`src/rtl/stpair_pkg.sv`:
```
// Shared definitions for the store-pair expander.
// Assumes a fixed expansion of three micro-ops per instruction.
package stpair_pkg;
    typedef enum logic [1:0] {
        UOP_NONE  = 2'b00,
        UOP_ADD   = 2'b01,
        UOP_STORE = 2'b10
    } uop_op_e;

    localparam int unsigned UOP_COUNT = 3;
    localparam int unsigned IDX_W     = 2;
endpackage

```
`src/rtl/stpair_hold.sv`:
```
// Holds one accepted store-pair instruction and steps a micro-op index
// through the expansion. Assumes the consumer takes a micro-op whenever
// busy and out_ready are both 1. A new instruction is taken only when idle.
module stpair_hold
    import stpair_pkg::*;
#(
    parameter int unsigned PC_W  = 64,
    parameter int unsigned REG_W = 5,
    parameter int unsigned IMM_W = 12
) (
    input  logic             clk,
    input  logic             rst_n,
    input  logic             in_valid,
    input  logic [PC_W-1:0]  in_pc,
    input  logic [REG_W-1:0] in_rt1,
    input  logic [REG_W-1:0] in_rt2,
    input  logic [REG_W-1:0] in_rn,
    input  logic [IMM_W-1:0] in_imm,
    input  logic             in_is64,
    input  logic             out_ready,
    output logic             busy,
    output logic [IDX_W-1:0] idx,
    output logic [PC_W-1:0]  pc_q,
    output logic [REG_W-1:0] rt1_q,
    output logic [REG_W-1:0] rt2_q,
    output logic [REG_W-1:0] rn_q,
    output logic [IMM_W-1:0] imm_q,
    output logic             is64_q
);
    localparam logic [IDX_W-1:0] LAST_IDX = IDX_W'(UOP_COUNT - 1);

    logic             busy_q;
    logic [IDX_W-1:0] idx_q;
    logic             take;
    logic             fire;
    logic             fire_last;

    // Handshake events on both sides.
    always_comb begin
        take      = in_valid && !busy_q;
        fire      = busy_q && out_ready;
        fire_last = fire && (idx_q == LAST_IDX);
    end

    // Busy flag and micro-op index sequencing.
    always_ff @(posedge clk) begin
        if (!rst_n) begin
            busy_q <= 1'b0;
            idx_q  <= '0;
        end else if (take) begin
            busy_q <= 1'b1;
            idx_q  <= '0;
        end else if (fire_last) begin
            busy_q <= 1'b0;
            idx_q  <= '0;
        end else if (fire) begin
            idx_q  <= idx_q + 1'b1;
        end
    end

    // Capture instruction fields on acceptance.
    always_ff @(posedge clk) begin
        if (!rst_n) begin
            pc_q   <= '0;
            rt1_q  <= '0;
            rt2_q  <= '0;
            rn_q   <= '0;
            imm_q  <= '0;
            is64_q <= 1'b0;
        end else if (take) begin
            pc_q   <= in_pc;
            rt1_q  <= in_rt1;
            rt2_q  <= in_rt2;
            rn_q   <= in_rn;
            imm_q  <= in_imm;
            is64_q <= in_is64;
        end
    end

    assign busy = busy_q;
    assign idx  = idx_q;

    // an accepted instruction starts at index 0 in the next cycle.
    a_r2_start_idx0: assert property (@(posedge clk) disable iff (!rst_n)
        take |=> (busy_q && idx_q == '0));

    // the index never passes the last micro-op.
    a_r2_idx_range: assert property (@(posedge clk) disable iff (!rst_n)
        busy_q |-> (idx_q <= LAST_IDX));

    // taking the last micro-op frees the block.
    a_r9_release: assert property (@(posedge clk) disable iff (!rst_n)
        fire_last |=> !busy_q);

    // held fields do not move while busy.
    a_r12_fields_held: assert property (@(posedge clk) disable iff (!rst_n)
        (busy_q && !fire_last) |=> ($stable(pc_q) && $stable(imm_q) && $stable(rt1_q)));
endmodule

```
`src/rtl/stpair_uop_build.sv`:
```
// Forms the micro-op fields for the current index from the held
// instruction. Purely combinational. Assumes idx is 0..2 and that
// IMM_W is at least 5, so the displacement of 8 fits.
module stpair_uop_build
    import stpair_pkg::*;
#(
    parameter int unsigned PC_W    = 64,
    parameter int unsigned REG_W   = 5,
    parameter int unsigned IMM_W   = 12,
    parameter int unsigned TMP_REG = 0
) (
    input  logic [IDX_W-1:0] idx,
    input  logic [PC_W-1:0]  pc_q,
    input  logic [REG_W-1:0] rt1_q,
    input  logic [REG_W-1:0] rt2_q,
    input  logic [REG_W-1:0] rn_q,
    input  logic [IMM_W-1:0] imm_q,
    input  logic             is64_q,
    output logic [PC_W-1:0]  uop_pc,
    output logic [1:0]       uop_op,
    output logic [REG_W:0]   uop_dst,
    output logic [REG_W:0]   uop_srca,
    output logic [REG_W:0]   uop_srcb,
    output logic [IMM_W-1:0] uop_imm,
    output logic [3:0]       uop_bytes,
    output logic             uop_first,
    output logic             uop_last,
    output logic             uop_delayed,
    output logic             uop_mem,
    output logic             uop_store,
    output logic             uop_int,
    output logic             uop_micro
);
    localparam logic [REG_W:0]   TMP_OPND = {1'b1, REG_W'(TMP_REG)};
    localparam logic [IMM_W-1:0] DISP_64  = IMM_W'(8);
    localparam logic [IMM_W-1:0] DISP_32  = IMM_W'(4);

    uop_op_e    op;
    logic [3:0] st_bytes;

    // Per-index field selection.
    always_comb begin
        st_bytes    = is64_q ? 4'd8 : 4'd4;
        op          = UOP_NONE;
        uop_dst     = '0;
        uop_srca    = '0;
        uop_srcb    = '0;
        uop_imm     = '0;
        uop_bytes   = 4'd0;
        uop_first   = 1'b0;
        uop_last    = 1'b0;
        uop_delayed = 1'b0;
        uop_mem     = 1'b0;
        uop_store   = 1'b0;
        uop_int     = 1'b0;
        case (idx)
            2'd0: begin
                op          = UOP_ADD;
                uop_dst     = TMP_OPND;
                uop_srca    = {1'b0, rn_q};
                uop_imm     = imm_q;
                uop_first   = 1'b1;
                uop_delayed = 1'b1;
                uop_int     = 1'b1;
            end
            2'd1: begin
                op          = UOP_STORE;
                uop_srca    = TMP_OPND;
                uop_srcb    = {1'b0, rt1_q};
                uop_bytes   = st_bytes;
                uop_delayed = 1'b1;
                uop_mem     = 1'b1;
                uop_store   = 1'b1;
            end
            default: begin
                op          = UOP_STORE;
                uop_srca    = TMP_OPND;
                uop_srcb    = {1'b0, rt2_q};
                uop_imm     = is64_q ? DISP_64 : DISP_32;
                uop_bytes   = st_bytes;
                uop_last    = 1'b1;
                uop_mem     = 1'b1;
                uop_store   = 1'b1;
            end
        endcase
    end

    assign uop_op    = op;
    assign uop_pc    = pc_q;
    assign uop_micro = 1'b1;
endmodule

```
`src/rtl/stpair_uop_expander.sv`:
```
// Store-pair micro-op expander top. It splits one accepted store-pair
// instruction into an address add and two single-register stores, which
// are issued in order under the parent PC. It assumes the consumer may stall
// at any micro-op and that no new instruction is needed until the last one
// has gone.
module stpair_uop_expander
    import stpair_pkg::*;
#(
    parameter int unsigned PC_W    = 64,
    parameter int unsigned REG_W   = 5,
    parameter int unsigned IMM_W   = 12,
    parameter int unsigned TMP_REG = 0
) (
    input  logic             clk,
    input  logic             rst_n,
    input  logic             in_valid,
    output logic             in_ready,
    input  logic [PC_W-1:0]  in_pc,
    input  logic [REG_W-1:0] in_rt1,
    input  logic [REG_W-1:0] in_rt2,
    input  logic [REG_W-1:0] in_rn,
    input  logic [IMM_W-1:0] in_imm,
    input  logic             in_is64,
    output logic             out_valid,
    input  logic             out_ready,
    output logic [PC_W-1:0]  uop_pc,
    output logic [1:0]       uop_idx,
    output logic [1:0]       uop_op,
    output logic [REG_W:0]   uop_dst,
    output logic [REG_W:0]   uop_srca,
    output logic [REG_W:0]   uop_srcb,
    output logic [IMM_W-1:0] uop_imm,
    output logic [3:0]       uop_bytes,
    output logic             uop_first,
    output logic             uop_last,
    output logic             uop_delayed,
    output logic             uop_mem,
    output logic             uop_store,
    output logic             uop_int,
    output logic             uop_micro
);
    logic             busy;
    logic [IDX_W-1:0] idx;
    logic [PC_W-1:0]  pc_q;
    logic [REG_W-1:0] rt1_q;
    logic [REG_W-1:0] rt2_q;
    logic [REG_W-1:0] rn_q;
    logic [IMM_W-1:0] imm_q;
    logic             is64_q;

    stpair_hold #(
        .PC_W (PC_W),
        .REG_W(REG_W),
        .IMM_W(IMM_W)
    ) u_hold (
        .clk      (clk),
        .rst_n    (rst_n),
        .in_valid (in_valid),
        .in_pc    (in_pc),
        .in_rt1   (in_rt1),
        .in_rt2   (in_rt2),
        .in_rn    (in_rn),
        .in_imm   (in_imm),
        .in_is64  (in_is64),
        .out_ready(out_ready),
        .busy     (busy),
        .idx      (idx),
        .pc_q     (pc_q),
        .rt1_q    (rt1_q),
        .rt2_q    (rt2_q),
        .rn_q     (rn_q),
        .imm_q    (imm_q),
        .is64_q   (is64_q)
    );

    stpair_uop_build #(
        .PC_W   (PC_W),
        .REG_W  (REG_W),
        .IMM_W  (IMM_W),
        .TMP_REG(TMP_REG)
    ) u_build (
        .idx        (idx),
        .pc_q       (pc_q),
        .rt1_q      (rt1_q),
        .rt2_q      (rt2_q),
        .rn_q       (rn_q),
        .imm_q      (imm_q),
        .is64_q     (is64_q),
        .uop_pc     (uop_pc),
        .uop_op     (uop_op),
        .uop_dst    (uop_dst),
        .uop_srca   (uop_srca),
        .uop_srcb   (uop_srcb),
        .uop_imm    (uop_imm),
        .uop_bytes  (uop_bytes),
        .uop_first  (uop_first),
        .uop_last   (uop_last),
        .uop_delayed(uop_delayed),
        .uop_mem    (uop_mem),
        .uop_store  (uop_store),
        .uop_int    (uop_int),
        .uop_micro  (uop_micro)
    );

    assign in_ready  = !busy;
    assign out_valid = busy;
    assign uop_idx   = idx;

    // a stalled micro-op holds every field.
    a_r10_stall_stable: assert property (@(posedge clk) disable iff (!rst_n)
        (out_valid && !out_ready) |=> (out_valid && $stable(uop_idx) && $stable(uop_pc)
            && $stable(uop_op) && $stable(uop_srca) && $stable(uop_srcb)
            && $stable(uop_imm) && $stable(uop_last)));

    // the last flag appears only on index 2.
    a_r6_last_idx2: assert property (@(posedge clk) disable iff (!rst_n)
        (out_valid && uop_last) |-> (uop_idx == 2'd2));

    // delayed commit on every micro-op except the last.
    a_r7_delayed: assert property (@(posedge clk) disable iff (!rst_n)
        out_valid |-> (uop_delayed != uop_last));

    // stores are memory references and not integer-only.
    a_r8_store_mem: assert property (@(posedge clk) disable iff (!rst_n)
        (out_valid && uop_store) |-> (uop_mem && !uop_int));

    // the micro-op after index 0 keeps the same PC until release.
    a_r9_index_advance: assert property (@(posedge clk) disable iff (!rst_n)
        (out_valid && out_ready && !uop_last) |=> (out_valid && $stable(uop_pc)));
endmodule

```
`config.mk`:
```
export PLATFORM = sky130hd
export DESIGN_NAME = stpair_uop_expander
export DESIGN_NICKNAME = d
export VERILOG_FILES = /design/src/rtl/stpair_pkg.sv /design/src/rtl/stpair_hold.sv /design/src/rtl/stpair_uop_build.sv /design/src/rtl/stpair_uop_expander.sv
export SDC_FILE = /design/constraint.sdc
export NUM_CORES = 1
export LEC_CHECK = 0
export ABC_AREA = 0
export BUFFER_PORTS_ARGS = -buffer_cell sky130_fd_sc_hd__buf_2
export CAP_MARGIN = 20
export CORE_MARGIN = 2
export CORE_UTILIZATION = 35
export CTS_BUF_LIST = sky130_fd_sc_hd__clkbuf_16
export DETAILED_ROUTE_END_ITERATION = 12
export GPL_TIMING_DRIVEN = 0
export HOLD_SLACK_MARGIN = 0.02
export PLACE_DENSITY = 0.71
export SYNTH_ARGS = -nofsm -noshare
export SYNTH_HDL_FRONTEND = slang
export SYNTH_HIERARCHICAL = 1
export SYNTH_SLANG_ARGS = --single-unit
```
`constraint.sdc`:
```
create_clock -name clk -period 1.1 [get_ports clk]
set_input_delay 0.11 -clock clk [delete_from_list [all_inputs] [get_ports clk]]
set_output_delay 0.11 -clock clk [all_outputs]
set_load 0.02 [all_outputs]
```
== Word level (Yosys, flattened, before mapping) ==
Index checks and enable logic that the tools add are counted.

* Equal/unequal tests: 2
* Reductions and logical operators: 8
* Add/subtract/negate cells: 1
* Mux-type cells: 14
* Bitwise operators: 1

{| class="wikitable"
|+ Operators with widths
! cell !! number
|-
| 12-bit case mux with 2 select lines || 1
|-
| 4-bit two-way mux || 3
|-
| 6-bit two-way mux || 2
|-
| 5-bit case mux with 2 select lines || 1
|-
| 1-bit two-way mux || 6
|-
| 1-bit logical AND || 3
|-
| 3-bit OR reduction || 1
|-
| 2-bit by 1-bit adder with 2-bit output (second input constant) || 1
|-
| 2-bit by 1-bit == test with 1-bit output (second input constant) || 1
|-
| 2-bit == test (second input constant) || 1
|-
| 2-bit zero test || 1
|-
| 2-bit two-way mux || 1
|-
| 2-bit nonzero test || 1
|-
| 2-bit OR reduction || 1
|-
| 1-bit zero test || 1
|-
| 1-bit inverter || 1
|}

* Input bits: 96
* Output and inout port bits: 111
* Word-level logic and storage cells: 34
* Flip-flop bits (word level): 95

== Logic depth before layout (Yosys ltp) ==
Gate-level depths: netlist of run 1.

* Word-level depth: 4
* Mapped depth: 6
* Gate-level depth less buffers: 4

== Modules after synthesis ==
Netlist of run 1, hierarchy kept.

{| class="wikitable"
|+ By module, submodules not included
! module !! times used !! cells each !! area each (µm²)
|-
| stpair_hold || 1 || 416 || 3583.4
|-
| stpair_uop_build || 1 || 114 || 832.0
|-
| stpair_uop_expander || 1 || 1 || 3.8
|}

== Worst setup path after synthesis of run 1 ==
No wires, ideal clock.

* Path type: register to output
* Start: reg u_hold.idx_q[1] (netlist: u_hold/idx[1])
* End: out uop_op[1]
* Data required time: 0.990 ns
* Arrival time: 1.244 ns
* Setup slack: -0.254 ns
* Path buffers: 3
* Stages on the path, launching flop included: 6
* Path through: dfxtp_1 -> buf_6 -> nor2_4 -> buf_6 -> inv_1 -> buf_4

* Longest elaborated chain between the ends: 2

{| class="wikitable"
|+ Ends and longest elaborated chain
! element !! line !! text
|-
| from (decl) || stpair_hold.sv:33 || <nowiki>logic [IDX_W-1:0] idx_q;</nowiki>
|-
| from (signal assigned) || stpair_hold.sv:57 || <nowiki>idx_q <= idx_q + 1'b1;</nowiki>
|-
| 2-bit zero test || stpair_uop_build.sv:56 || <nowiki>case (idx)</nowiki>
|-
| 2-bit two-way mux || stpair_uop_build.sv:56 ||
|-
| to (decl) || stpair_uop_expander.sv:28 || <nowiki>output logic [1:0] uop_op,</nowiki>
|}

Every way passes these cells.

== Final worst setup path of run 1 ==
* Start: reg u_hold.idx_q[1] (netlist: u_hold/idx[1])
* End: out uop_srcb[3]

* Longest elaborated chain between the ends: 2

{| class="wikitable"
|+ Ends and longest elaborated chain
! element !! line !! text
|-
| 2-bit by 1-bit == test with 1-bit output / 2-bit zero test (equally long branches) || stpair_uop_build.sv:56 ||
|-
| 5-bit case mux with 2 select lines (*) || stpair_uop_build.sv:56 ||
|-
| to (decl) || stpair_uop_expander.sv:31 || <nowiki>output logic [REG_W:0] uop_srcb,</nowiki>
|}

Mark *: on every way between the ends. The rest lies on a longest branch, timed or not.

==> results of run 1 <==
==> kinds of logic after synthesis <==
kind of cell	after synthesis	share of synthesized area
simple gates	209	0.193
buf+inv	119	0.193
compound gates	104	0.178
flops	95	0.430
other cells	2	0.00170
mux	1	0.00227
fa+ha+maj	1	0.00283
==> sequential cells by signal, summed over array words and instances, names as in the netlist <==
name,flops
u_hold/imm_q,12
u_hold/rt1_q,5
u_hold/busy,1
u_hold/is64_q,1
u_hold/rt2_q,5
u_hold/rn_q,5
u_hold/idx,2
u_hold/pc_q,64
==> worst reg2reg max path: stages, from the launching register on <==
cell,delay (ns)
dfxtp_4,0.35
buf_6,0.12
nor2b_4,0.24
buf_12,0.18
buf_12,0.12
buf_16,0.11
nand2_1,0.06
a21boi_1,0.12
==> through the flow <==
stage | cell area, um2 | setup TNS, ns | instances | utilization | hold slack, ns
after floorplan | 4500 | -0.518 | 538 | - | 0.210
after global placement | 5700 | -12.20 | 906 | 0.457 | 0.349
after detailed placement | 5700 | -13.44 | 906 | 0.457 | 0.352
after CTS | 7710 | -28.51 | 1042 | 0.618 | 0.0262
after global routing | 8080 | -36.33 | 1041 | 0.648 | 0.0302
final | 8080 | -28.48 | 1041 | 0.648 | 0.0406
==> cells in the mapped netlist <==
library cell	n
nand2_1	184
dfxtp_1	95
buf_4	82
a21boi_1	80
and2_1	15
a21boi_0	12
buf_2	11
buf_6	11
clkbuf_1	10
a22o_1	7
inv_1	5
nor2_1	3
o21ai_0	3
conb_1	2
nor2b_2	2
a31oi_1	1
ha_1	1
mux2i_1	1
nand2b_1	1
nand3_1	1
nand4b_1	1
nor2_4	1
nor3b_1	1
o221a_2	1
==> placed cells by master, fill, tap and decap left out, types with 2 or more instances in the layout <==
cell type,instances
clkbuf_16,9
buf_12,11
dfxtp_4,3
and2_1,2
buf_8,12
conb_1,9
clkinv_2,3
and2_2,2
dfxtp_1,87
nor2_1,3
clkinv_1,2
dfxtp_2,5
clkbuf_4,2
inv_2,3
a21boi_1,62
nand2_2,10
and2_4,11
o21ai_0,2
buf_4,86
buf_2,167
a22o_1,7
clkbuf_1,10
nand2_4,33
buf_6,45
nand2_1,141
buf_16,5
a21boi_2,30
dlygate4sd3_1,92
==> per-layer routing <==
metal | GRT usage | up-vias | part of all wire
met1 | 0.214 | 2137 | 0.38
met5 | 0 | - | 0
met2 | 0.388 | 157 | 0.54
met3 | 0.0623 | 30 | 0.065
met4 | 0.0754 | 0 | 0.020
li1 | - | 2270 | -
==> power by group <==
part,internal [W],switching (W)
combinational,0.00137,0.00114
sequential,0.00364,0.000106
clock,0.00172,0.00129
==> final cells by class <==
cell class / count / area, um2 / area share
clock buffer: 9 / 225 / 0.0279
timing repair buffer: 317 / 2540 / 0.315
multi-input combinational: 324 / 2140 / 0.265
buffer: 113 / 957 / 0.118
clock inverter: 6 / 52.6 / 0.00651
tap: 172 / 215 / 0.0266
sequential: 95 / 1920 / 0.238
inverter: 5 / 23.8 / 0.00294
==> path summary, 6_finish.rpt <==
kind                                  startpoint               end  cells past startpoint
worst min register to register  u_hold/imm_q[11]  u_hold/imm_q[11]                      2
worst max-delay path               u_hold/idx[1]       uop_srcb[3]                      4
worst min-delay path                    in_rn[1]    u_hold/rn_q[1]                      3
worst max register to register       u_hold/busy   u_hold/pc_q[11]                      7
==> repair_timing <==
action / in CTS / in global routing
buffers inserted: 16 / 6
pin swaps: 10 / 87
hold endpoints to repair: 92 / 0
hold buffers: 92 / 0
gates resized for setup: 123 / 137
endpoints found under the setup margin: 125 / 139
gates cloned: 13 / 1
==> key figures, run 1 <==
Clocking
  • CTS tree: yes
  • Total CTS buffers: 9
  • H-tree lvl count: 3
  • Worst-path clk slew: about 0.060 ns
  • Root buf cell: clkbuf_16
  • Clk_lat worst skew: 0.34 ns
  • Clk buf depth: 2
  • Clk sink count: 95

Timing
  • Post-route setup slack: -0.409 ns
  • Period utilisation layout: 1.37
  • Final Hold Viols: 0
  • Slew Limit Fails: 0
  • Final min period: roughly 1.5 ns
  • Clk_skew: slightly above 0.005 ns
  • RSZ-0062 raised after global routing: true
  • Peak Freq: ~660 MHz
  • Final Setup Violations: 130

Layout
  • Ant diodes: 0
  • Final nets: 962
  • # fillers: 981
  • Share of cells above drive strength 1: 0.514
  • Area delta synth->final: 82.8%

Yosys
  • #FFs+latches synth: between 90 and 100
  • Mapped Cells: 531
  • Top cell type's share of synthesized area: 0.430
  • Netlist cell types: 24
  • Post-synth top area cell: dfxtp_1
  • Register area share after synthesis: 0.430
  • Synth area leaders: dfxtp_1 (43%), nand2_1 (16%), buf_4 (14%), a21boi_1 (14%), buf_6 (2.8%)
  • Syn_area_per_cell: approximately 8.3 um2
  • Synth Cell Area: roughly 4400 um2
  • Ys Warns: 6

Worst setup path
  • Crit-path max cell delay: 0.35 ns
  • CP bufs+invs: 2
  • Kind of cell adding the most delay to the critical path: flip-flops
  • CP Data Required Time: 0.99 ns
  • Cell chain of the critical path: buf_8 > nor2b_2 > a22o_1 > buf_2
  • Data arrival, critical path: 1.40 ns
  • Critical path class: reg2out
  • Slowest CP cell: dfxtp_4
  • CP max FO: 5
  • R2R Setup Slk: -0.26 ns
  • Startpoint types: flop
  • CP endpoint kind: output pin

Pwr
  • VDD IR max: 0.00105 V
  • PwrDens: 1150 nW/um2
  • Leak pwr: 3.93 nW
  • Post-layout power: 0.00926 W

Hold path
  • Type of the tightest min-delay check: in2reg

Detailed routing
  • Antenna-violating nets left: 0
  • WL final: 15.1 mm
  • First drt pass iteration count: 4
  • Wirelength per Cell: approximately 15 um
  • Residual DRC: 0
  • Vias per cell: 4.41
  • Total number of vias: 4594
  • Initial DRC Count: 154

Floorplan
  • Row cnt: 41
  • IO Pins: 207
  • Core Box Area: 12500 um2
  • Die ar.: about 14000 um2
  • Height of the die: 116 um
  • Die W: between 100 and 150 um
  • Initial Util: 0.355

Run
  • Max cap viols: 0

GRT
  • Vias in the first global route: 4566
  • Global route total overflow: 0
  • First-pass GRT wire length: 21.5 mm
  • Antenna violations before repair: 0
  • Total GRT Usage: 0.206
  • Largest net degree at the start of global routing: 15

Place
  • Pre-CTS setup slack: -0.160 ns
  • Port Buffer Count: a little under 200
  • Final HPWL DP: 7.96 mm
  • GP Congestion: approximately 0.74

Outcome
  • Status: finished, violations left
  • Violated checks: setup timing
Note: power is estimated with default switching activity, not from simulation.
==> run 2, diff against run 1 <==
- PLACE_DENSITY: 0.71 -> 0.73
- SLEW_MARGIN: unset -> 15
- SYNTH_HIERARCHICAL: 1 -> unset
==> key figures, run 2 <==
Place
  • Placed insts: 821 (-9.4%)
  • GP Congestion: 0.729 (-2.0%)
  • Final HPWL DP: 8.18 mm (+2.8%)
  • Area after DPL: 5360 um2 (-5.9%)
  • Port Buffer Count: 196 (unchanged)
  • Pre-CTS setup slack: -0.392 ns (-0.233 ns)

Worst setup path
  • CP bufs+invs: 3 (+1)
  • CP most frequent cell: buf_4
  • Cell chain of the critical path: inv_4 > ha_4 > buf_4 > nor2b_4 > a22o_4 > buf_4
  • CP endpoint kind: output pin
  • Slowest CP cell: dfxtp_4
  • Reg2Reg Depth: 8 (+1)
  • Crit-path max cell delay: 0.37 ns (+0.02 ns)
  • CP max FO: 5 (unchanged)
  • Worst reg2reg path startpoint: u_hold.busy
  • Worst reg2reg path endpoint: u_hold.imm_q[10]
  • Data arrival, critical path: 1.53 ns (+0.13 ns)
  • Startpoint types: flop
  • Kind of cell adding the most delay to the critical path: flip-flops
  • CP Data Required Time: 0.99 ns (about the same)
  • R2R Setup Slk: -0.31 ns (-0.05 ns)
  • Critical path class: reg2out

GRT
  • Vias in the first global route: 4590 (+0.53%)
  • Antenna violations before repair: 0 (unchanged)
  • Largest net degree at the start of global routing: 15 (unchanged)
  • Total GRT Usage: 0.235 (+0.0298)
  • Global route total overflow: 0 (unchanged)
  • First-pass GRT wire length: 21.8 mm (+1.7%)

Detailed routing
  • First drt pass iteration count: 4 (unchanged)
  • Total number of vias: 4617 (+0.50%)
  • Wirelength per Cell: 16.4 um (+13%)
  • Residual DRC: 0 (unchanged)
  • Vias per cell: 4.80 (+8.9%)
  • Antenna-violating nets left: 0 (unchanged)
  • WL final: 15.8 mm (+4.3%)
  • Initial DRC Count: 205 (+33%)

Yosys
  • Synth area leaders: dfxtp_1 (48%), nand2_1 (19%), a21boi_1 (15%), buf_4 (6.3%), and2_1 (2.4%)
  • Netlist cell types: 21 (-13%)
  • Synth Cell Area: 3930 um2 (-11%)
  • Most used DFF post-synth: dfxtp_1
  • Post-synth top area cell: dfxtp_1
  • Mapped Cells: 478 (-10%)
  • FFs w/ async S/R, synth: 0 (unchanged)
  • Ys Warns: 0 (-6)
  • Top cell type's share of synthesized area: 0.484 (+0.0539)
  • Register area share after synthesis: 0.484 (+0.0539)
  • Syn_area_per_cell: 8.22 um2 (-1.3%)
  • Top-count cell post-synth: nand2_1
  • Synth cell count leaders: nand2_1 (196), dfxtp_1 (95), a21boi_1 (80)
  • #FFs+latches synth: 95 (unchanged)
  • Number of synthesized flops with an enable pin: 0 (unchanged)

Hold path
  • Type of the tightest min-delay check: in2reg
  • WHS Endpoint: u_hold.pc_q[55]
  • HP Start: in_pc[55]
  • Hold depth: 3 (unchanged)

Layout
  • Max reg flops: 64 (unchanged)
  • Final nets: 916 (-4.8%)
  • Most frequent cells in the layout: buf_2 (160), nand2_1 (131), dfxtp_1 (92)
  • Sequential Area: 1910 um2 (-0.33%)
  • # fillers: 741 (-24%)
  • Share of cells above drive strength 1: 0.526 (+0.0118)
  • Largest Register: u_hold.pc_q
  • Multi-input gate area: 2410 um2 (+13%)
  • Area delta synth->final: 103%
  • Fin area: 7980 um2 (-1.2%)
  • Ant diodes: 0 (unchanged)
  • Top flop regs: u_hold.pc_q x64, u_hold.imm_q x12
  • Most common cell after layout, fill and taps aside: buf_2
  • Final Non-Filler Cells: 961 (-7.7%)
  • Final Util: 0.733 (+0.0853)

Pwr
  • PwrDens: 1220 nW/um2 (+6.6%)
  • Leak pwr: 3.80 nW (-3.2%)
  • VDD IR max: 0.000798 V (-24%)

Floorplan
  • Die W: 110 um (-5.5%)
  • IO Pins: 207 (unchanged)
  • Core Box Area: 10900 um2 (-13%)
  • Initial Util: 0.361 (+0.00621)
  • Die ar.: 12100 um2 (-11%)
  • Height of the die: 110 um (-5.5%)
  • Row cnt: 38 (-7.3%)

Clocking
  • Clk buf depth: 2 (unchanged)
  • H-tree lvl count: 3 (unchanged)
  • Total CTS buffers: 9 (unchanged)
  • Clk_lat worst skew: 0.34 ns (about the same)
  • Root buf cell: clkbuf_16
  • Worst-path clk slew: 0.07 ns (about the same)
  • Clk sink count: 95 (unchanged)
  • CTS tree: yes

Outcome
  • Status: finished, violations left
  • Violated checks: setup timing

Timing
  • Slew Limit Fails: 0 (unchanged)
  • Final Setup Violations: 129 (-0.77%)
  • Post-route setup slack: -0.537 ns (-0.128 ns)
  • Clk_skew: 0.00468 ns (-0.000398 ns)
  • Max_slew headroom: 0.634
  • Period utilisation layout: 1.49 (+0.116)
  • Worst Max-Slew Pin Slew: 0.549 ns
  • RSZ-0062 raised after global routing: true
  • Peak Freq: 611 MHz (-7.8%)
  • Final min period: 1.64 ns (+0.128 ns)
  • Final Hold Viols: 0 (unchanged)

Run
  • Max cap viols: 0 (unchanged)
## run 2: cells by family after synthesis
kind of cell | Yosys count | share of synthesized area
other | 2 | 0.00191
DFF | 95 | 0.484
and+or+nand+nor | 218 | 0.221
adders and majority gates | 3 | 0.00956
buffers and inverters | 55 | 0.0851
AOI/OAI and AO/OA | 105 | 0.198
## run 2: timing repair
action	4_1_cts	5_1_grt
hold buffers	84	0
endpoints found under the setup margin	127	132
setup buffers	24	14
resized for setup	149	171
endpoints found under the hold margin	84	0
cloned	17	0
pin swaps	21	99
## run 2: per-layer routing
layer  global-route usage  routed length (um)  up-vias
met5                    0                   0        -
met4                0.108                 487        0
met3               0.0551                1040       38
met2                0.442                8450      195
met1                0.245                5820     2194
li1                     -                   -     2190
## run 2: final cells by class
class | count | share of cell area
repair inverters | 1 | 0.00141
clock buffers | 10 | 0.0313
repair buffers | 324 | 0.335
flip-flops and latches | 95 | 0.240
clock inverters | 5 | 0.00596
well taps | 140 | 0.0219
inverters | 6 | 0.00501
multi-input cells | 335 | 0.302
plain buffers | 45 | 0.0580
## run 2: worst max-delay path by stage
stage                              from           to  slack [ns]  cells past startpoint
after floorplan           u_hold.idx[0]  uop_srcb[0]       -0.16                      6
after global placement    u_hold.idx[1]  uop_srcb[3]       -0.35                      6
after detailed placement  u_hold.idx[1]  uop_srcb[4]       -0.39                      6
after CTS                 u_hold.idx[0]  uop_srcb[3]       -0.53                      7
after global routing      u_hold.idx[0]   uop_imm[9]       -0.57                      6
final                     u_hold.idx[0]   uop_imm[3]       -0.54                      6
## run 2: worst register-to-register path, stage by stage (launching register included)
cell and delay [ns]:
dfxtp_4 0.36, buf_6 0.12, nor2b_4 0.15, buf_6 0.13
buf_12 0.13, buf_12 0.12, buf_8 0.12, nand2_1 0.07
a21boi_1 0.14
## run 2: report_power, final
group          internal [W]  switching [W]  total, W
clock               0.00186        0.00131   0.00317
combinational       0.00147        0.00136   0.00283
sequential          0.00364       0.000121   0.00376
total               0.00698        0.00278   0.00976
## run 2: stage by stage
step           TNS (ns)  power [W]  hold slack (ns)
3_5_place_dp     -21.45    0.00549            0.355
6_report         -29.89    0.00976           0.0233
3_3_place_gp     -18.32    0.00545            0.350
2_1_floorplan     -6.46    0.00491            0.208
4_1_cts          -29.30    0.00946           0.0201
5_1_grt          -35.69     0.0101           0.0198
